--- config.mk ---
export PLATFORM = sky130hd
export DESIGN_NAME = fmul3
export DESIGN_NICKNAME = d
export VERILOG_FILES = /design/src/rtl/fmul3_pkg.sv /design/src/rtl/fmul3_csa.sv /design/src/rtl/fmul3_prenorm.sv /design/src/rtl/fmul3_ctrl.sv /design/src/rtl/fmul3_dpath.sv /design/src/rtl/fmul3.sv
export SDC_FILE = /design/constraint.sdc
export NUM_CORES = 1
export LEC_CHECK = 0
export BUFFER_PORTS_ARGS = -buffer_cell sky130_fd_sc_hd__buf_4
export CAP_MARGIN = 0
export CELL_PAD_IN_SITES_DETAIL_PLACEMENT = 1
export CELL_PAD_IN_SITES_GLOBAL_PLACEMENT = 2
export CORE_AREA = 2 2 149 224
export DETAILED_ROUTE_END_ITERATION = 8
export DIE_AREA = 0 0 151 226
export GPL_TIMING_DRIVEN = 0
export HOLD_SLACK_MARGIN = 0.06
export PLACE_DENSITY = 0.78
export SLEW_MARGIN = 10
export SYNTH_ARGS = -nofsm -noshare
export SYNTH_HDL_FRONTEND = slang
export SYNTH_HIERARCHICAL = 1
export SYNTH_SLANG_ARGS = --single-unit
--- constraint.sdc ---
create_clock -name clk -period 17 [get_ports clk]
set_input_delay 1.7 -clock clk [delete_from_list [all_inputs] [get_ports clk]]
set_output_delay 1.7 -clock clk [all_outputs]
set_load 0.02 [all_outputs]
--- src/rtl/fmul3_pkg.sv ---
package fmul3_pkg;

  // Strobes from the sequencer to the datapath
  typedef struct packed {
    logic ld;    // capture pre-normalized operands
    logic mul1;  // first pass: A * B
    logic mul2;  // second pass: (A*B) * C, write result
  } strobe_t;

  typedef enum logic [1:0] {
    ST_IDLE = 2'd0,
    ST_MUL1 = 2'd1,
    ST_MUL2 = 2'd2
  } state_t;

endpackage

--- src/rtl/fmul3_csa.sv ---
// Unsigned N x N array multiplier: rows of 3:2 compressors keep sum and
// carry vectors apart; one carry-propagate add at the bottom.
module fmul3_csa #(
  parameter int N = 11
) (
  input  logic [N-1:0]   x,
  input  logic [N-1:0]   y,
  output logic [2*N-1:0] p
);
  localparam int W = 2 * N;

  for (genvar r = 0; r < N; r++) begin : row
    logic [W-1:0] sIn, cIn, pp, sOut, cOut;
    if (r == 0) begin : first
      assign sIn = '0;
      assign cIn = '0;
    end else begin : chain
      assign sIn = row[r-1].sOut;
      assign cIn = row[r-1].cOut;
    end
    assign pp   = {{N{1'b0}}, x & {N{y[r]}}} << r;
    assign sOut = sIn ^ cIn ^ pp;
    assign cOut = ((sIn & cIn) | (sIn & pp) | (cIn & pp)) << 1;
  end

  assign p = row[N-1].sOut + row[N-1].cOut;
endmodule

--- src/rtl/fmul3_prenorm.sv ---
// Moves the leading one of an operand's significand to the hidden position.
module fmul3_prenorm #(
  parameter int EXP_W = 6,
  parameter int MAN_W = 10,
  parameter int XW    = EXP_W + 4
) (
  input  logic [EXP_W-1:0]    expIn,
  input  logic [MAN_W-1:0]    manIn,
  output logic [MAN_W:0]      sigOut,
  output logic signed [XW-1:0] expOut,
  output logic                zeroOut
);
  localparam int SIG_W = MAN_W + 1;
  localparam int LZ_W  = $clog2(SIG_W + 1);

  logic [SIG_W-1:0] raw;
  logic [LZ_W-1:0]  lz;
  logic             found;
  logic signed [XW-1:0] expBase;

  always_comb begin
    raw   = {|expIn, manIn};
    lz    = '0;
    found = 1'b0;
    for (int i = SIG_W - 1; i >= 0; i--) begin
      if (!found) begin
        if (raw[i]) found = 1'b1;
        else        lz    = lz + 1'b1;
      end
    end
    expBase = (expIn == '0) ? XW'(1) : XW'(expIn);
    sigOut  = raw << lz;
    expOut  = expBase - $signed(XW'(lz));
    zeroOut = (expIn == '0) && (manIn == '0);
  end
endmodule

--- src/rtl/fmul3_ctrl.sv ---
module fmul3_ctrl
  import fmul3_pkg::*;
(
  input  logic    clk,
  input  logic    rstN,
  input  logic    start,
  output strobe_t stb,
  output logic    doneQ
);
  state_t stateQ, stateD;

  always_comb begin
    stb    = '0;
    stateD = stateQ;
    case (stateQ)
      ST_IDLE: if (start) begin stb.ld = 1'b1; stateD = ST_MUL1; end
      ST_MUL1: begin stb.mul1 = 1'b1; stateD = ST_MUL2; end
      ST_MUL2: begin stb.mul2 = 1'b1; stateD = ST_IDLE; end
      default: stateD = ST_IDLE;
    endcase
  end

  always_ff @(posedge clk or negedge rstN) begin
    if (!rstN) begin
      stateQ <= ST_IDLE;
      doneQ  <= 1'b0;
    end else begin
      stateQ <= stateD;
      doneQ  <= stb.mul2;
    end
  end


  strobe_onehot_chk: assert property (@(posedge clk) disable iff (!rstN)
    $onehot0({stb.ld, stb.mul1, stb.mul2}));

  seq_order_chk: assert property (@(posedge clk) disable iff (!rstN)
    stb.ld |=> stb.mul1 ##1 stb.mul2 ##1 doneQ);

  done_pulse_chk: assert property (@(posedge clk) disable iff (!rstN)
    doneQ |=> !doneQ);

  no_reaccept_chk: assert property (@(posedge clk) disable iff (!rstN)
    stb.ld |=> !stb.ld);
endmodule

--- src/rtl/fmul3_dpath.sv ---
module fmul3_dpath
  import fmul3_pkg::*;
#(
  parameter int EXP_W = 6,
  parameter int MAN_W = 10
) (
  input  logic                     clk,
  input  logic                     rstN,
  input  strobe_t                  stb,
  input  logic [EXP_W+MAN_W:0]     opA,
  input  logic [EXP_W+MAN_W:0]     opB,
  input  logic [EXP_W+MAN_W:0]     opC,
  output logic [EXP_W+MAN_W:0]     resultQ
);
  localparam int SIG_W   = MAN_W + 1;
  localparam int WORD_W  = 1 + EXP_W + MAN_W;
  localparam int XW      = EXP_W + 4;
  localparam int BIAS    = (1 << (EXP_W - 1)) - 1;
  localparam int EXP_MAX = (1 << EXP_W) - 1;
  localparam logic signed [XW-1:0] BIAS_X = XW'(BIAS);
  localparam logic signed [XW-1:0] ONE_X  = XW'(1);
  localparam logic signed [XW-1:0] ZERO_X = XW'(0);
  localparam logic signed [XW-1:0] MAX_X  = XW'(EXP_MAX);

  logic [WORD_W-1:0]    opV   [3];
  logic [SIG_W-1:0]     pnSig [3];
  logic signed [XW-1:0] pnExp [3];
  logic                 pnZero[3];

  logic [SIG_W-1:0]     sigQ [3];
  logic signed [XW-1:0] expQ [3];
  logic [2:0]           sgnQ;
  logic                 zeroQ;
  logic [SIG_W-1:0]     sigAbQ;
  logic signed [XW-1:0] expAbQ;

  assign opV[0] = opA;
  assign opV[1] = opB;
  assign opV[2] = opC;

  for (genvar g = 0; g < 3; g++) begin : pn
    fmul3_prenorm #(.EXP_W(EXP_W), .MAN_W(MAN_W), .XW(XW)) u_pn (
      .expIn  (opV[g][WORD_W-2:MAN_W]),
      .manIn  (opV[g][MAN_W-1:0]),
      .sigOut (pnSig[g]),
      .expOut (pnExp[g]),
      .zeroOut(pnZero[g])
    );
  end

  // One multiplier, one exponent adder, one normalizer for both passes
  logic [SIG_W-1:0]     mulX, mulY, normSig;
  logic [2*SIG_W-1:0]   prod;
  logic                 prodHi;
  logic signed [XW-1:0] expL, expR, expSum;

  assign mulX = stb.mul2 ? sigAbQ : sigQ[0];
  assign mulY = stb.mul2 ? sigQ[2] : sigQ[1];
  assign expL = stb.mul2 ? expAbQ : expQ[0];
  assign expR = stb.mul2 ? expQ[2] : expQ[1];

  fmul3_csa #(.N(SIG_W)) u_mul (.x(mulX), .y(mulY), .p(prod));

  assign prodHi  = prod[2*SIG_W-1];
  assign normSig = prodHi ? SIG_W'(prod >> SIG_W) : SIG_W'(prod >> (SIG_W - 1));
  assign expSum  = expL + expR - BIAS_X + (prodHi ? ONE_X : ZERO_X);

  logic [WORD_W-1:0] packed_;
  logic              sgnR;
  assign sgnR = ^sgnQ;

  always_comb begin
    if (zeroQ || expSum < ONE_X)  packed_ = '0;
    else if (expSum > MAX_X)      packed_ = {sgnR, {EXP_W{1'b1}}, {MAN_W{1'b1}}};
    else                          packed_ = {sgnR, EXP_W'(expSum), MAN_W'(normSig)};
  end

  always_ff @(posedge clk or negedge rstN) begin
    if (!rstN) begin
      for (int i = 0; i < 3; i++) begin
        sigQ[i] <= '0;
        expQ[i] <= '0;
      end
      sgnQ    <= '0;
      zeroQ   <= 1'b0;
      sigAbQ  <= '0;
      expAbQ  <= '0;
      resultQ <= '0;
    end else begin
      if (stb.ld) begin
        for (int i = 0; i < 3; i++) begin
          sigQ[i] <= pnSig[i];
          expQ[i] <= pnExp[i];
          sgnQ[i] <= opV[i][WORD_W-1];
        end
        zeroQ <= pnZero[0] | pnZero[1] | pnZero[2];
      end
      if (stb.mul1) begin
        sigAbQ <= normSig;
        expAbQ <= expSum;
      end
      if (stb.mul2) resultQ <= packed_;
    end
  end


  no_denorm_out_chk: assert property (@(posedge clk) disable iff (!rstN)
    (resultQ[WORD_W-2:MAN_W] == '0) |-> (resultQ == '0));

  zero_operand_chk: assert property (@(posedge clk) disable iff (!rstN)
    (stb.mul2 && zeroQ) |=> (resultQ == '0));

  sign_xor_chk: assert property (@(posedge clk) disable iff (!rstN)
    stb.mul2 |=> (resultQ == '0) || (resultQ[WORD_W-1] == ^$past(sgnQ)));

  result_hold_chk: assert property (@(posedge clk) disable iff (!rstN)
    !stb.mul2 |=> $stable(resultQ));

  norm_hidden_chk: assert property (@(posedge clk) disable iff (!rstN)
    (stb.mul1 && !zeroQ) |=> sigAbQ[SIG_W-1]);
endmodule

--- src/rtl/fmul3.sv ---
module fmul3
  import fmul3_pkg::*;
#(
  parameter  int EXP_W  = 6,
  parameter  int MAN_W  = 10,
  localparam int WORD_W = 1 + EXP_W + MAN_W
) (
  input  logic              clk,
  input  logic              rstN,
  input  logic              start,
  input  logic [WORD_W-1:0] opA,
  input  logic [WORD_W-1:0] opB,
  input  logic [WORD_W-1:0] opC,
  output logic              done,
  output logic [WORD_W-1:0] result
);
  strobe_t stb;

  fmul3_ctrl u_ctrl (
    .clk  (clk),
    .rstN (rstN),
    .start(start),
    .stb  (stb),
    .doneQ(done)
  );

  fmul3_dpath #(.EXP_W(EXP_W), .MAN_W(MAN_W)) u_dpath (
    .clk    (clk),
    .rstN   (rstN),
    .stb    (stb),
    .opA    (opA),
    .opB    (opB),
    .opC    (opC),
    .resultQ(result)
  );
endmodule

==> impl_results.md <==
* Die Height at 226 um
* Overall routing resource usage at 0.2180
* Number of port buffers at 61
* CTS Hold Buffers Added at 0
* Maxcap violations at 0
* Largest net degree at the start of global routing at 109
* Core Box Area at 32230 sq um
* Residual DRC count at 0
* CP Class: reg2reg
* Cts bufs inserted at 9
* Vias in the first global route at 11110
* Clk sinks at 108
* CTS tree: yes
* DRT antenna net count at 0
* Number of fill cells in the layout at 3812
* Ant. Diodes at 0
* Unrepaired setup endpoints after global routing: no
* Crit path capture type: flop
* Cts repair resizes at 0
* Slew margin rel. at 0.3005
* Die Footprint at 34130 sq um
* Worst path most repeated cell: fa_1
* Initial antenna violation count at 0
* Delay of the slowest critical-path stage at 830 ps
* Row Count at 81
* Via count at 10040
* Grt total ovfl at 0
* WL per Instance at 19.07 um
* # setup viols final at 0
* CP startpoint kind: flop
* DP Wirelength at 29340 um
* Hold WC Path Type: reg2reg
* Mapped Cells at 1350
* Multi-input combinational cell area at 9143 sq um
* YS warnings at 6
* FF/Latch Area at 2703 sq um
* Synth Cell Area at 12680 sq um
* Clk buf depth at 2
* Vias per inst at 5.453
* Final min period at 12770 ps
* Post-route setup TNS at 0 ps
* Nets@finish at 1642
* Area Growth Syn to Fin at 9.897%
* Worst hold stages at 1
* Critical path arrival at 12970 ps
* Slew @ Worst Pin at 1049 ps
* Iter 0 DRT Violations at 239
* Reg2reg path depth at 39
* Layout Skew at 15.11 ps
* Status: finished, final reports clean
* # placed instances at 1826
* Fmax at 78.28 MHz
* Layout cell share with drive strength beyond 1 at 0.2055
* Hold Vio Cnt, Final at 0
* Final Wtd Congestion at 0.8370
* Crit path max fanout at 10
* IO Pins at 72
* Setup bufs post-CTS at 0
* Req. time, crit path at 17200 ps
* Syn Nets at 1570
* Clk root buf: clkbuf_16
* Worst-Skew Late Latency at 370 ps
* Non-filler instance count after layout at 1841
* Final Cycle Share at 0.7514
* Final WL at 35110 um
* Syn avg cell area at 9.393 sq um
* Die Wd at 151 um
* H-tree depth at 3
* Initial Util at 0.3935
* First-pass DRT Iterations at 4
* Clk slew on worst S/H paths at 80 ps
* Final Max Slew Viols at 0
* Worst path slowest cell: nor3_2
* First-pass GRT wire length at 58280 um
[through the flow]
stage	hold slack (ps)	util	cell area (sq um)	worst slack (ps)
6_report	504.8	0.4324	13940	4226
5_1_grt	523.9	0.4324	13940	3360
2_1_floorplan	458.5	-	12680	6201
3_3_place_gp	483.4	0.4238	13660	4222
4_1_cts	510.0	0.4324	13940	4093
3_5_place_dp	490.8	0.4239	13660	4158
[routing by layer]
layer  track usage  share of wire  vias to the layer above
met5             0              0                        -
met3       0.01818          0.018                       39
met1        0.2442           0.39                     5088
li1              -              -                     4805
met4       0.07145          0.026                        0
met2        0.4252           0.56                      107
[worst max-delay path: cells and delay by family, from the launching register on]
kind,cells,cell delay [ps]
DFF,1,410
muxes,1,460
and+or+nand+nor,6,1620
buffers and inverters,10,2150
AOI/OAI and AO/OA,6,1240
xor gates and xnor gates,1,320
adders and majority gates,15,6390
[final timing paths]
path                                         from                  to  slack, ps
worst min-delay path            u_dpath/sigAbQ[2]   u_dpath/sigAbQ[2]        500
worst max register to register   u_ctrl/stateQ[1]  u_dpath/resultQ[6]       4230
min in group asynchronous                    rstN  u_dpath/resultQ[6]       1420
worst max-delay path             u_ctrl/stateQ[1]  u_dpath/resultQ[6]       4230
max in group asynchronous                    rstN     u_dpath/expQ[0]      14830
worst min register to register  u_dpath/sigAbQ[2]   u_dpath/sigAbQ[2]        500
[layout make-up]
type	count	area share
clock inverters	6	0.003502
repair buffers	61	0.03313
multi-input cells	1053	0.6560
flip-flops and latches	108	0.1939
plain buffers	88	0.03241
well taps	415	0.03726
inverters	101	0.02756
clock buffers	9	0.01616
[registers in the layout (all words and copies together), names as in the netlist, 2 cells and up]
name and cells:
u_ctrl/stateQ 2, u_dpath/expAbQ 10, u_dpath/expQ 30, u_dpath/resultQ 17, u_dpath/sgnQ 3, u_dpath/sigAbQ 11, u_dpath/sigQ 33
[cell usage in the layout (no fill, tap or decap), types with 7 or more instances in the layout]
cell,count
a211o_1,7
a211oi_1,18
a21o_1,17
a21oi_1,79
and2_1,32
and3_1,15
buf_1,7
buf_2,11
buf_4,73
buf_6,8
clkbuf_1,49
clkbuf_16,9
dfrtp_1,108
fa_1,95
ha_1,71
inv_1,93
mux2_2,133
mux2i_1,41
nand2_1,142
nand2b_1,12
nand3_1,21
nand4_1,7
nor2_1,80
nor2b_1,27
nor3_1,15
nor3b_1,9
nor4_1,14
o211ai_1,11
o21a_1,7
o21ai_0,23
o22ai_1,9
or3_1,8
xnor2_1,30
xor2_1,18
Power is left out: the tool's default activity adds up to more than one toggle a clock period on the data nets, which glitch-free logic cannot reach.
